==> src/rtl/strm_mem_writer_pkg.sv <==
// Package: shared constants and types for the stream-to-memory writer.
// Assumes 32-bit memory addresses and 4 KB pages.
package strm_mem_writer_pkg;
    localparam int ADDR_W    = 32;
    localparam int CFG_W     = 32;
    localparam int PAGE_BITS = 12;
    localparam logic [1:0] RESP_OKAY = 2'b00;
    localparam logic [1:0] BURST_INCR = 2'b01;

    localparam logic [3:0] OFS_CTRL = 4'h0;
    localparam logic [3:0] OFS_ADDR = 4'h4;
    localparam logic [3:0] OFS_LEN  = 4'h8;

    typedef enum logic [1:0] {
        ST_IDLE,
        ST_REQ,
        ST_DATA
    } wr_state_t;
endpackage

==> src/rtl/strm_fifo.sv <==
// Module: show-ahead FIFO holding captured stream words.
// Assumes DEPTH is a power of two; the caller never pushes when full
// and never pops when empty (both checked below).
module strm_fifo #(
    parameter int DW    = 32,
    parameter int DEPTH = 32,
    localparam int PW   = $clog2(DEPTH),
    localparam int CW   = PW + 1
) (
    input  logic          clk,
    input  logic          rst_n,
    input  logic          push,
    input  logic [DW-1:0] push_data,
    input  logic          pop,
    output logic [DW-1:0] head,
    output logic [CW-1:0] count,
    output logic          full
);
    logic [DW-1:0] mem [DEPTH];
    logic [PW-1:0] wr_ptr, rd_ptr;

    // Storage write; no reset needed for data words.
    always_ff @(posedge clk) begin
        if (push) mem[wr_ptr] <= push_data;
    end

    // Pointer and occupancy update.
    always_ff @(posedge clk) begin
        if (!rst_n) begin
            wr_ptr <= '0;
            rd_ptr <= '0;
            count  <= '0;
        end else begin
            if (push) wr_ptr <= wr_ptr + 1'b1;
            if (pop)  rd_ptr <= rd_ptr + 1'b1;
            count <= count + CW'(push) - CW'(pop);
        end
    end

    assign head = mem[rd_ptr];
    assign full = (count == CW'(DEPTH));

    AST_NO_EMPTY_POP: assert property (@(posedge clk) disable iff (!rst_n)
        pop |-> (count != '0));
    AST_NO_FULL_PUSH: assert property (@(posedge clk) disable iff (!rst_n)
        push |-> (count != CW'(DEPTH)));
endmodule

==> src/rtl/strm_cfg_regs.sv <==
// Module: AXI-Lite register slave holding start address and length,
// issuing a one-cycle start pulse and reporting busy/error.
// Assumes one outstanding write and one outstanding read at a time.
module strm_cfg_regs
    import strm_mem_writer_pkg::*;
(
    input  logic              clk,
    input  logic              rst_n,
    input  logic              cfg_awvalid,
    output logic              cfg_awready,
    input  logic [3:0]        cfg_awaddr,
    input  logic              cfg_wvalid,
    output logic              cfg_wready,
    input  logic [CFG_W-1:0]  cfg_wdata,
    output logic              cfg_bvalid,
    input  logic              cfg_bready,
    output logic [1:0]        cfg_bresp,
    input  logic              cfg_arvalid,
    output logic              cfg_arready,
    input  logic [3:0]        cfg_araddr,
    output logic              cfg_rvalid,
    input  logic              cfg_rready,
    output logic [CFG_W-1:0]  cfg_rdata,
    output logic [1:0]        cfg_rresp,
    input  logic              busy,
    input  logic              err,
    output logic              start,
    output logic [ADDR_W-1:0] job_addr,
    output logic [CFG_W-1:0]  job_len
);
    logic wr_take, rd_take;

    assign wr_take     = cfg_awvalid && cfg_wvalid && !cfg_bvalid;
    assign cfg_awready = wr_take;
    assign cfg_wready  = wr_take;
    assign rd_take     = cfg_arvalid && !cfg_rvalid;
    assign cfg_arready = rd_take;
    assign cfg_bresp   = RESP_OKAY;
    assign cfg_rresp   = RESP_OKAY;
    assign start       = wr_take && (cfg_awaddr == OFS_CTRL) && cfg_wdata[0];

    // Register writes and write-response handshake.
    always_ff @(posedge clk) begin
        if (!rst_n) begin
            job_addr   <= '0;
            job_len    <= '0;
            cfg_bvalid <= 1'b0;
        end else begin
            if (wr_take) begin
                cfg_bvalid <= 1'b1;
                if (cfg_awaddr == OFS_ADDR) job_addr <= cfg_wdata;
                if (cfg_awaddr == OFS_LEN)  job_len  <= cfg_wdata;
            end else if (cfg_bready) begin
                cfg_bvalid <= 1'b0;
            end
        end
    end

    // Register reads and read-response handshake.
    always_ff @(posedge clk) begin
        if (!rst_n) begin
            cfg_rvalid <= 1'b0;
            cfg_rdata  <= '0;
        end else begin
            if (rd_take) begin
                cfg_rvalid <= 1'b1;
                case (cfg_araddr)
                    OFS_CTRL: cfg_rdata <= {{(CFG_W-2){1'b0}}, err, busy};
                    OFS_ADDR: cfg_rdata <= job_addr;
                    OFS_LEN:  cfg_rdata <= job_len;
                    default:  cfg_rdata <= '0;
                endcase
            end else if (cfg_rready) begin
                cfg_rvalid <= 1'b0;
            end
        end
    end

    AST_ONE_WRITE_RESP: assert property (@(posedge clk) disable iff (!rst_n)
        (cfg_bvalid && !cfg_bready) |=> cfg_bvalid);
endmodule

==> src/rtl/strm_burst_engine.sv <==
// Module: sizes and issues write bursts from the FIFO, tracks outstanding
// responses, owns busy/error and stream acceptance.
// Assumes the start address is word aligned and memory replies once per burst.
module strm_burst_engine
    import strm_mem_writer_pkg::*;
#(
    parameter int DW        = 32,
    parameter int MAX_BEATS = 16,
    parameter int FCW       = 6,
    localparam int BPW      = DW / 8,
    localparam int BSH      = $clog2(BPW),
    localparam int PG_WORDS = (1 << PAGE_BITS) / BPW,
    localparam int OW       = 16
) (
    input  logic              clk,
    input  logic              rst_n,
    input  logic              start,
    input  logic [ADDR_W-1:0] job_addr,
    input  logic [CFG_W-1:0]  job_len,
    output logic              busy,
    output logic              err,
    input  logic [FCW-1:0]    fifo_cnt,
    input  logic              fifo_full,
    output logic              fifo_pop,
    input  logic              s_tvalid,
    output logic              s_tready,
    output logic              m_awvalid,
    input  logic              m_awready,
    output logic [ADDR_W-1:0] m_awaddr,
    output logic [7:0]        m_awlen,
    output logic              m_wvalid,
    input  logic              m_wready,
    output logic              m_wlast,
    input  logic              m_bvalid,
    output logic              m_bready,
    input  logic [1:0]        m_bresp
);
    wr_state_t         state;
    logic [ADDR_W-1:0] cur_addr;
    logic [CFG_W-1:0]  issue_left, take_left;
    logic [CFG_W-1:0]  page_left, cap16, blen;
    logic [7:0]        beat;
    logic [OW-1:0]     outst;
    logic              aw_hs, b_hs, go;

    assign page_left = CFG_W'(PG_WORDS) -
                       {{(CFG_W-PAGE_BITS+BSH){1'b0}}, cur_addr[PAGE_BITS-1:BSH]};
    assign cap16 = (issue_left < CFG_W'(MAX_BEATS)) ? issue_left : CFG_W'(MAX_BEATS);
    assign blen  = (page_left < cap16) ? page_left : cap16;
    assign go    = (state == ST_IDLE) && busy && (issue_left != '0) &&
                   ({{(CFG_W-FCW){1'b0}}, fifo_cnt} >= blen);

    assign m_awvalid = (state == ST_REQ);
    assign m_wvalid  = (state == ST_DATA);
    assign m_wlast   = m_wvalid && (beat == m_awlen);
    assign fifo_pop  = m_wvalid && m_wready;
    assign m_bready  = 1'b1;
    assign aw_hs     = m_awvalid && m_awready;
    assign b_hs      = m_bvalid && m_bready;
    assign s_tready  = busy && (take_left != '0) && !fifo_full;

    // Burst sequencing: wait for data, request address, stream beats.
    always_ff @(posedge clk) begin
        if (!rst_n) begin
            state      <= ST_IDLE;
            cur_addr   <= '0;
            issue_left <= '0;
            m_awaddr   <= '0;
            m_awlen    <= '0;
            beat       <= '0;
        end else begin
            case (state)
                ST_IDLE: begin
                    if (start && !busy) begin
                        cur_addr   <= job_addr;
                        issue_left <= job_len;
                    end else if (go) begin
                        m_awaddr <= cur_addr;
                        m_awlen  <= blen[7:0] - 8'd1;
                        state    <= ST_REQ;
                    end
                end
                ST_REQ: begin
                    if (m_awready) begin
                        cur_addr   <= cur_addr + ((ADDR_W'(m_awlen) + 1) << BSH);
                        issue_left <= issue_left - (CFG_W'(m_awlen) + 1);
                        beat       <= '0;
                        state      <= ST_DATA;
                    end
                end
                default: begin
                    if (m_wready) begin
                        beat <= beat + 8'd1;
                        if (m_wlast) state <= ST_IDLE;
                    end
                end
            endcase
        end
    end

    // Job status: busy, sticky error, outstanding responses, words to take.
    always_ff @(posedge clk) begin
        if (!rst_n) begin
            busy      <= 1'b0;
            err       <= 1'b0;
            outst     <= '0;
            take_left <= '0;
        end else begin
            outst <= outst + OW'(aw_hs) - OW'(b_hs);
            if (s_tvalid && s_tready) take_left <= take_left - 1'b1;
            if (b_hs && (m_bresp != RESP_OKAY)) err <= 1'b1;
            if (start && !busy && (job_len != '0)) begin
                busy      <= 1'b1;
                err       <= 1'b0;
                take_left <= job_len;
            end else if (busy && (issue_left == '0) && (outst == '0) &&
                         (state == ST_IDLE)) begin
                busy <= 1'b0;
            end
        end
    end

    AST_AW_STABLE: assert property (@(posedge clk) disable iff (!rst_n)
        (m_awvalid && !m_awready) |=> (m_awvalid && $stable(m_awaddr) && $stable(m_awlen)));
    AST_NO_PAGE_CROSS: assert property (@(posedge clk) disable iff (!rst_n)
        m_awvalid |-> ((({1'b0, m_awaddr[PAGE_BITS-1:0]}) +
                        ((13'(m_awlen) + 13'd1) << BSH)) <= 13'(1 << PAGE_BITS)));
    AST_BURST_FED: assert property (@(posedge clk) disable iff (!rst_n)
        $rose(m_awvalid) |-> (9'(fifo_cnt) >= (9'(m_awlen) + 9'd1)));
    AST_LEN_LIMIT: assert property (@(posedge clk) disable iff (!rst_n)
        m_awvalid |-> (m_awlen < 8'(MAX_BEATS)));
    AST_BUSY_HOLD: assert property (@(posedge clk) disable iff (!rst_n)
        (outst != '0) |-> busy);
endmodule

==> src/rtl/strm_mem_writer.sv <==
// Module: top level of the stream-to-memory burst writer. Connects the
// register slave, the capture FIFO and the burst engine.
// Assumes DEPTH >= MAX_BEATS so a full burst always fits in the FIFO.
module strm_mem_writer
    import strm_mem_writer_pkg::*;
#(
    parameter int DW        = 32,
    parameter int DEPTH     = 32,
    parameter int MAX_BEATS = 16,
    localparam int FCW      = $clog2(DEPTH) + 1,
    localparam int SW       = DW / 8
) (
    input  logic              clk,
    input  logic              rst_n,
    input  logic              cfg_awvalid,
    output logic              cfg_awready,
    input  logic [3:0]        cfg_awaddr,
    input  logic              cfg_wvalid,
    output logic              cfg_wready,
    input  logic [31:0]       cfg_wdata,
    output logic              cfg_bvalid,
    input  logic              cfg_bready,
    output logic [1:0]        cfg_bresp,
    input  logic              cfg_arvalid,
    output logic              cfg_arready,
    input  logic [3:0]        cfg_araddr,
    output logic              cfg_rvalid,
    input  logic              cfg_rready,
    output logic [31:0]       cfg_rdata,
    output logic [1:0]        cfg_rresp,
    input  logic              s_tvalid,
    output logic              s_tready,
    input  logic [DW-1:0]     s_tdata,
    output logic              m_awvalid,
    input  logic              m_awready,
    output logic [31:0]       m_awaddr,
    output logic [7:0]        m_awlen,
    output logic [2:0]        m_awsize,
    output logic [1:0]        m_awburst,
    output logic              m_wvalid,
    input  logic              m_wready,
    output logic [DW-1:0]     m_wdata,
    output logic [SW-1:0]     m_wstrb,
    output logic              m_wlast,
    input  logic              m_bvalid,
    output logic              m_bready,
    input  logic [1:0]        m_bresp
);
    logic              start, busy, err, pop, full;
    logic [ADDR_W-1:0] job_addr;
    logic [CFG_W-1:0]  job_len;
    logic [FCW-1:0]    fcnt;

    assign m_awsize  = 3'($clog2(SW));
    assign m_awburst = BURST_INCR;
    assign m_wstrb   = '1;

    strm_cfg_regs u_regs (
        .clk(clk), .rst_n(rst_n),
        .cfg_awvalid(cfg_awvalid), .cfg_awready(cfg_awready), .cfg_awaddr(cfg_awaddr),
        .cfg_wvalid(cfg_wvalid), .cfg_wready(cfg_wready), .cfg_wdata(cfg_wdata),
        .cfg_bvalid(cfg_bvalid), .cfg_bready(cfg_bready), .cfg_bresp(cfg_bresp),
        .cfg_arvalid(cfg_arvalid), .cfg_arready(cfg_arready), .cfg_araddr(cfg_araddr),
        .cfg_rvalid(cfg_rvalid), .cfg_rready(cfg_rready), .cfg_rdata(cfg_rdata),
        .cfg_rresp(cfg_rresp),
        .busy(busy), .err(err), .start(start), .job_addr(job_addr), .job_len(job_len)
    );

    strm_fifo #(.DW(DW), .DEPTH(DEPTH)) u_fifo (
        .clk(clk), .rst_n(rst_n),
        .push(s_tvalid && s_tready), .push_data(s_tdata),
        .pop(pop), .head(m_wdata), .count(fcnt), .full(full)
    );

    strm_burst_engine #(.DW(DW), .MAX_BEATS(MAX_BEATS), .FCW(FCW)) u_eng (
        .clk(clk), .rst_n(rst_n),
        .start(start), .job_addr(job_addr), .job_len(job_len),
        .busy(busy), .err(err),
        .fifo_cnt(fcnt), .fifo_full(full), .fifo_pop(pop),
        .s_tvalid(s_tvalid), .s_tready(s_tready),
        .m_awvalid(m_awvalid), .m_awready(m_awready),
        .m_awaddr(m_awaddr), .m_awlen(m_awlen),
        .m_wvalid(m_wvalid), .m_wready(m_wready), .m_wlast(m_wlast),
        .m_bvalid(m_bvalid), .m_bready(m_bready), .m_bresp(m_bresp)
    );
endmodule

==> config.mk <==
export PLATFORM = sky130hd
export DESIGN_NAME = strm_mem_writer
export DESIGN_NICKNAME = d
export VERILOG_FILES = /design/src/rtl/strm_mem_writer_pkg.sv /design/src/rtl/strm_fifo.sv /design/src/rtl/strm_cfg_regs.sv /design/src/rtl/strm_burst_engine.sv /design/src/rtl/strm_mem_writer.sv
export SDC_FILE = /design/constraint.sdc
export NUM_CORES = 2
export LEC_CHECK = 0
export BUFFER_PORTS_ARGS = -buffer_cell sky130_fd_sc_hd__buf_2
export CORE_MARGIN = 4
export CORE_UTILIZATION = 50
export CTS_BUF_LIST = sky130_fd_sc_hd__clkbuf_2 sky130_fd_sc_hd__clkbuf_4 sky130_fd_sc_hd__clkbuf_8
export CTS_CLUSTER_SIZE = 12
export DETAILED_ROUTE_END_ITERATION = 8
export GPL_ROUTABILITY_DRIVEN = 0
export PLACE_DENSITY = 0.74
export SLEW_MARGIN = 20
export SYNTH_ARGS = -nofsm -noshare
export SYNTH_HDL_FRONTEND = slang
export SYNTH_SLANG_ARGS = --single-unit
==> constraint.sdc <==
create_clock -name clk -period 15.75 [get_ports clk]
set_clock_uncertainty 0.2 [all_clocks]
set_input_delay 0 -clock clk [delete_from_list [all_inputs] [get_ports clk]]
set_output_delay 0 -clock clk [all_outputs]
set_load 0.005 [all_outputs]
==> results_tabular.tex <==
\begin{tabular}{lr}
\hline
Metric & Value \\
\hline
\multicolumn{2}{l}{\textbf{Clock network}} \\
TritonCTS clock tree & built \\
Library cell used as clock root buffer & clkbuf\_8 \\
Number of buffers inserted by post-CTS setup repair & 0 \\
Clock latency reported for the late side of the worst-skew pair & 890 ps \\
H-tree depth & 4 \\
Clock transition at the registers of the reported paths & 70 ps \\
Deepest clock path buffer count & 3 \\
Count of hold buffers inserted by post-cts repair & 191 \\
Number of cells upsized or downsized after cts & 0 \\
Number of clock sinks seen by CTS & 1307 \\
Number of buffers inserted during clock tree synthesis & 202 \\
\multicolumn{2}{l}{\textbf{Flow run}} \\
MaxCap Viol Count & 0 \\
\multicolumn{2}{l}{\textbf{Setup path}} \\
Largest stage delay on the critical path & 630 ps \\
Slowest library cell on the worst path & or4\_1 \\
Largest delay share family, worst path & simple AND/OR/NAND/NOR gates \\
Worst path buffer plus inverter count & 4 \\
Critical R2R Launch & u\_eng.issue\_left[12]\$\_SDFFE\_PN0P\_ \\
Beginning of the critical path & u\_eng.issue\_left[12]\$\_SDFFE\_PN0P\_ \\
Nature of the critical path startpoint & flop \\
Length in cells of the worst reg-to-reg path & 24 \\
Cell depth of the worst setup path & 24 \\
Maximum net fanout on the critical path & 80 \\
Worst Setup Path Type & flop to flop \\
Required time at the worst-slack endpoint & 16310 ps \\
CP Cell Sequence & or4\_1, or3\_1, nor4\_1, buf\_4, and2\_1, inv\_1, ha\_1, a21o\_1, a21oi\_1, nor4b\_1, a22oi\_2, nand2\_1, mux2i\_1, inv\_1, ha\_1, nand2b\_1, a21oi\_1, nor2\_1, nor4\_1, and4\_4, a311oi\_4, buf\_4, and4b\_1, nor3\_1 \\
Crit end category & flop \\
Worst EP arrival & 7830 ps \\
\multicolumn{2}{l}{\textbf{Global route}} \\
Wire length of the first global-routing pass & 204500 µm \\
Via count of the first global-routing pass & 32930 \\
Largest net degree at the start of global routing & 161 \\
Antenna violations before repair & 7 \\
Grt ovf & 0 \\
GR Util All Layers & 24.19\% \\
\multicolumn{2}{l}{\textbf{Floorplanning}} \\
Area of the core & 107100 µm² \\
Horizontal die dimension & 336.2 µm \\
I/O pins & 212 \\
Cell row count & 120 \\
Overall die height & 336.2 µm \\
Die footprint & 113000 µm² \\
Initial Utilization & 50.30\% \\
\multicolumn{2}{l}{\textbf{Timing}} \\
Actual transition at the worst max-transition pin & 1091 ps \\
Slew Limit Headroom & 27.25\% \\
Final setup vio count & 0 \\
Post-layout min period & 7270 ps \\
Period utilisation layout & 46.16\% \\
Accumulated negative setup slack & 0 ps \\
Fin. max-slew vios & 0 \\
Unrepaired setup endpoints after global routing & false \\
Maximum achievable frequency & 137.6 MHz \\
Worst-case hold slack & 99.48 ps \\
Final Hold Violating Endpoints & 0 \\
\multicolumn{2}{l}{\textbf{Pwr}} \\
Ratio of total power to cell area & 111.0 nW/µm² \\
Total net switching power & 1.563 mW \\
Combinational share of power & 5.1\% \\
Switching Share & 22.49\% \\
Cell-internal power & 5.385 mW \\
Power share of the clock group & 41.0\% \\
Fraction of power consumed by sequential logic & 53.9\% \\
Leak & 20.51 nW \\
Worst voltage drop across the vdd grid & 88.08 µV \\
\multicolumn{2}{l}{\textbf{Layout}} \\
Number of filler cells placed in the layout & 7797 \\
Layout net count & 4071 \\
Synthesis-to-layout area growth & 16.27\% \\
Fraction of layout instances using a drive strength above 1 & 24.61\% \\
\multicolumn{2}{l}{\textbf{Routing}} \\
Initial DRT Pass Iterations & 6 \\
Number of vias per cell after detailed routing & 6.061 \\
Avg WL per Cell & 24.92 µm \\
Total via count in the routed design & 33220 \\
Initial detailed-routing violation count & 3791 \\
Number of nets with antenna violations after routing & 0 \\
Met1 routed wirelength after detailed routing & 52650 µm \\
Met2 WL & 66030 µm \\
Wirelength, routed & 136600 µm \\
DRC viols & 0 \\
Met3 routed wirelength & 12990 µm \\
Top layer used by detailed routing & met5 \\
\multicolumn{2}{l}{\textbf{Hold path}} \\
Tightest Hold Check Type & input port to flop \\
Depth of the worst hold-timing path & 5 \\
Start point of the worst min-delay path & cfg\_araddr[1] \\
\multicolumn{2}{l}{\textbf{Yosys}} \\
Yosys Warn Count & 0 \\
Average cell area after synthesis & 15.62 µm² \\
Number of enable flip-flop cells after synthesis & 1024 \\
Area of the mapped netlist & 53840 µm² \\
Async set-or-reset flop fraction in the synthesized netlist & 0\% \\
Share of the synthesized area in the top cell type & 57.11\% \\
Most used flip-flop cell after synthesis & edfxtp\_1 \\
Number of library cell types mapped by synthesis & 83 \\
Synth area leaders & edfxtp\_1 57\%, mux4\_2 13\%, dfxtp\_1 11\% \\
Biggest area consumer among synthesized cells & edfxtp\_1 \\
Fraction of the yosys area taken by sequential cells & 67.63\% \\
Number of synthesized register bits & 1307 \\
Synthesized netlist cell count & 3448 \\
\multicolumn{2}{l}{\textbf{Outcome}} \\
Status & finished, final reports clean \\
\multicolumn{2}{l}{\textbf{Place}} \\
Total half-perimeter wirelength after legalization and detailed placement & 75010 µm \\
Number of buffers added on ports & 197 \\
\hline
\end{tabular}
==> final timing paths <==
kind,endpoint,slack (ps)
worst max-delay path,u_eng.m_awlen[4]$_SDFFE_PN0P_,8480
worst min register to register,u_eng.m_awaddr[27]$_SDFFE_PN0P_,250
worst max register to register,u_eng.m_awlen[4]$_SDFFE_PN0P_,8480
worst min-delay path,u_regs.cfg_rdata[0]$_SDFFE_PN0P_,100
==> flip-flops by register name, summed over array words and instances (netlist names), 16 cells and up, named ones only <==
| register | count |
|---|---|
| u_eng.cur_addr | 32 |
| u_fifo.mem | 1024 |
| u_eng.outst | 16 |
| u_regs.job_len | 32 |
| u_eng.m_awaddr | 32 |
| u_regs.cfg_rdata | 32 |
| u_regs.job_addr | 32 |
| u_eng.take_left | 32 |
| u_eng.issue_left | 32 |
==> synthesized netlist by cell type (14+ instances only) <==
cell type and instances:
edfxtp_1 1024, mux4_2 320, dfxtp_1 283, nand2_1 281
nor2_1 255, a21oi_1 205, clkbuf_1 165, o21ai_0 102
nand3_1 78, ha_1 75, inv_1 70, nor3_1 54
a22oi_1 45, mux2_2 35, xnor2_1 32, xor2_1 32
nor4_1 29, buf_1 27, a211oi_1 21, or3_1 21
nand4_1 18, a21o_1 17, buf_4 16, a31oi_1 15
nand2b_1 15, o211ai_1 14
==> layout make-up <==
| class | count | area [µm²] | share of cell area, % |
|---|---|---|---|
| diodes | 5 | 12.51 | 0.01999 |
| clock buffers | 277 | 3437 | 5.490 |
| clock inverters | 92 | 676.9 | 1.081 |
| inverters | 71 | 271.5 | 0.4337 |
| multi-input cells | 1874 | 16630 | 26.56 |
| flip-flops and latches | 1307 | 36430 | 58.19 |
| well taps | 1403 | 1755 | 2.804 |
| repair buffers | 451 | 3391 | 5.416 |
==> cells in the final DEF (no fill, tap or decap), types with 17 or more instances in the layout <==
cell type | netlist | routed
or3_1 | 21 | 21
nor3_1 | 54 | 54
xnor2_1 | 32 | 32
buf_4 | 16 | 63
nor4_1 | 29 | 29
conb_1 | 2 | 20
nor2_1 | 255 | 221
xor2_1 | 32 | 32
a21oi_1 | 205 | 205
dfxtp_1 | 283 | 278
nand4_1 | 18 | 18
a21o_1 | 17 | 17
clkinv_2 | 0 | 23
a211oi_1 | 21 | 21
clkbuf_4 | 0 | 60
dlygate4sd3_1 | 0 | 189
edfxtp_1 | 1024 | 1024
inv_1 | 70 | 70
mux4_2 | 320 | 320
nand3_1 | 78 | 78
clkinv_1 | 0 | 48
o21ai_0 | 102 | 100
nor2_4 | 0 | 32
mux2_2 | 35 | 35
nand2_1 | 281 | 280
a22oi_1 | 45 | 45
clkbuf_8 | 0 | 217
buf_2 | 5 | 197
ha_1 | 75 | 75
==> layer usage <==
| layer | global-route usage, % | vias up |
|---|---|---|
| li1 | - | 14410 |
| met1 | 32.36 | 16670 |
| met2 | 38.69 | 1795 |
| met3 | 5.902 | 339 |
| met4 | 9.352 | 4 |
| met5 | 0 | - |
==> power groups by stage <==
stage / registers [mW] / logic, mW / clock network, mW
2_1_floorplan: 3.82 / 0.223 / 0
3_3_place_gp: 3.82 / 0.308 / 0
5_1_grt: 3.75 / 0.396 / 3.07
3_5_place_dp: 3.82 / 0.314 / 0
4_1_cts: 3.75 / 0.352 / 2.89
6_report: 3.75 / 0.355 / 2.85
==> kinds of logic (layout without fill, tap and decap cells) <==
kind of cell / count (synthesis) / in the layout / synth area share, %
and+or+nand+nor: 827 / 827 / 6.990
other: 2 / 25 / 0.01395
buffers and inverters: 285 / 891 / 2.124
adders and majority gates: 79 / 79 / 1.892
DFF: 1307 / 1307 / 67.63
AOI/OAI and AO/OA: 519 / 519 / 6.007
xor gates and xnor gates: 64 / 64 / 1.041
muxes: 365 / 365 / 14.30
==> worst register-to-register path, cell delays in order, from the launching register on <==
cell and delay (ps):
dfxtp_1 340, or4_1 630, or3_1 510, nor4_1 340
buf_4 240, and2_1 190, inv_1 60, ha_1 300
a21o_1 190, a21oi_1 160, nor4b_1 450, a22oi_2 160
nand2_1 510, mux2i_1 360, inv_1 80, ha_1 260
nand2b_1 140, a21oi_1 210, nor2_1 60, nor4_1 520
and4_4 330, a311oi_4 40, buf_4 370, and4b_1 320
nor3_1 150
==> through the flow <==
stage	setup WS [ps]	instances	power [mW]	cell area (µm²)	utilization (%)
after floorplan	9820	3466	4.038	53910	-
after global placement	8805	4915	4.124	56560	52.83
after CTS	8561	5475	6.986	62600	58.47
after global routing	7947	5477	7.213	62600	58.47
final	8480	5480	6.948	62600	58.48
after detailed placement	8614	4915	4.132	56560	52.83
(Power assumes the default switching activity.)
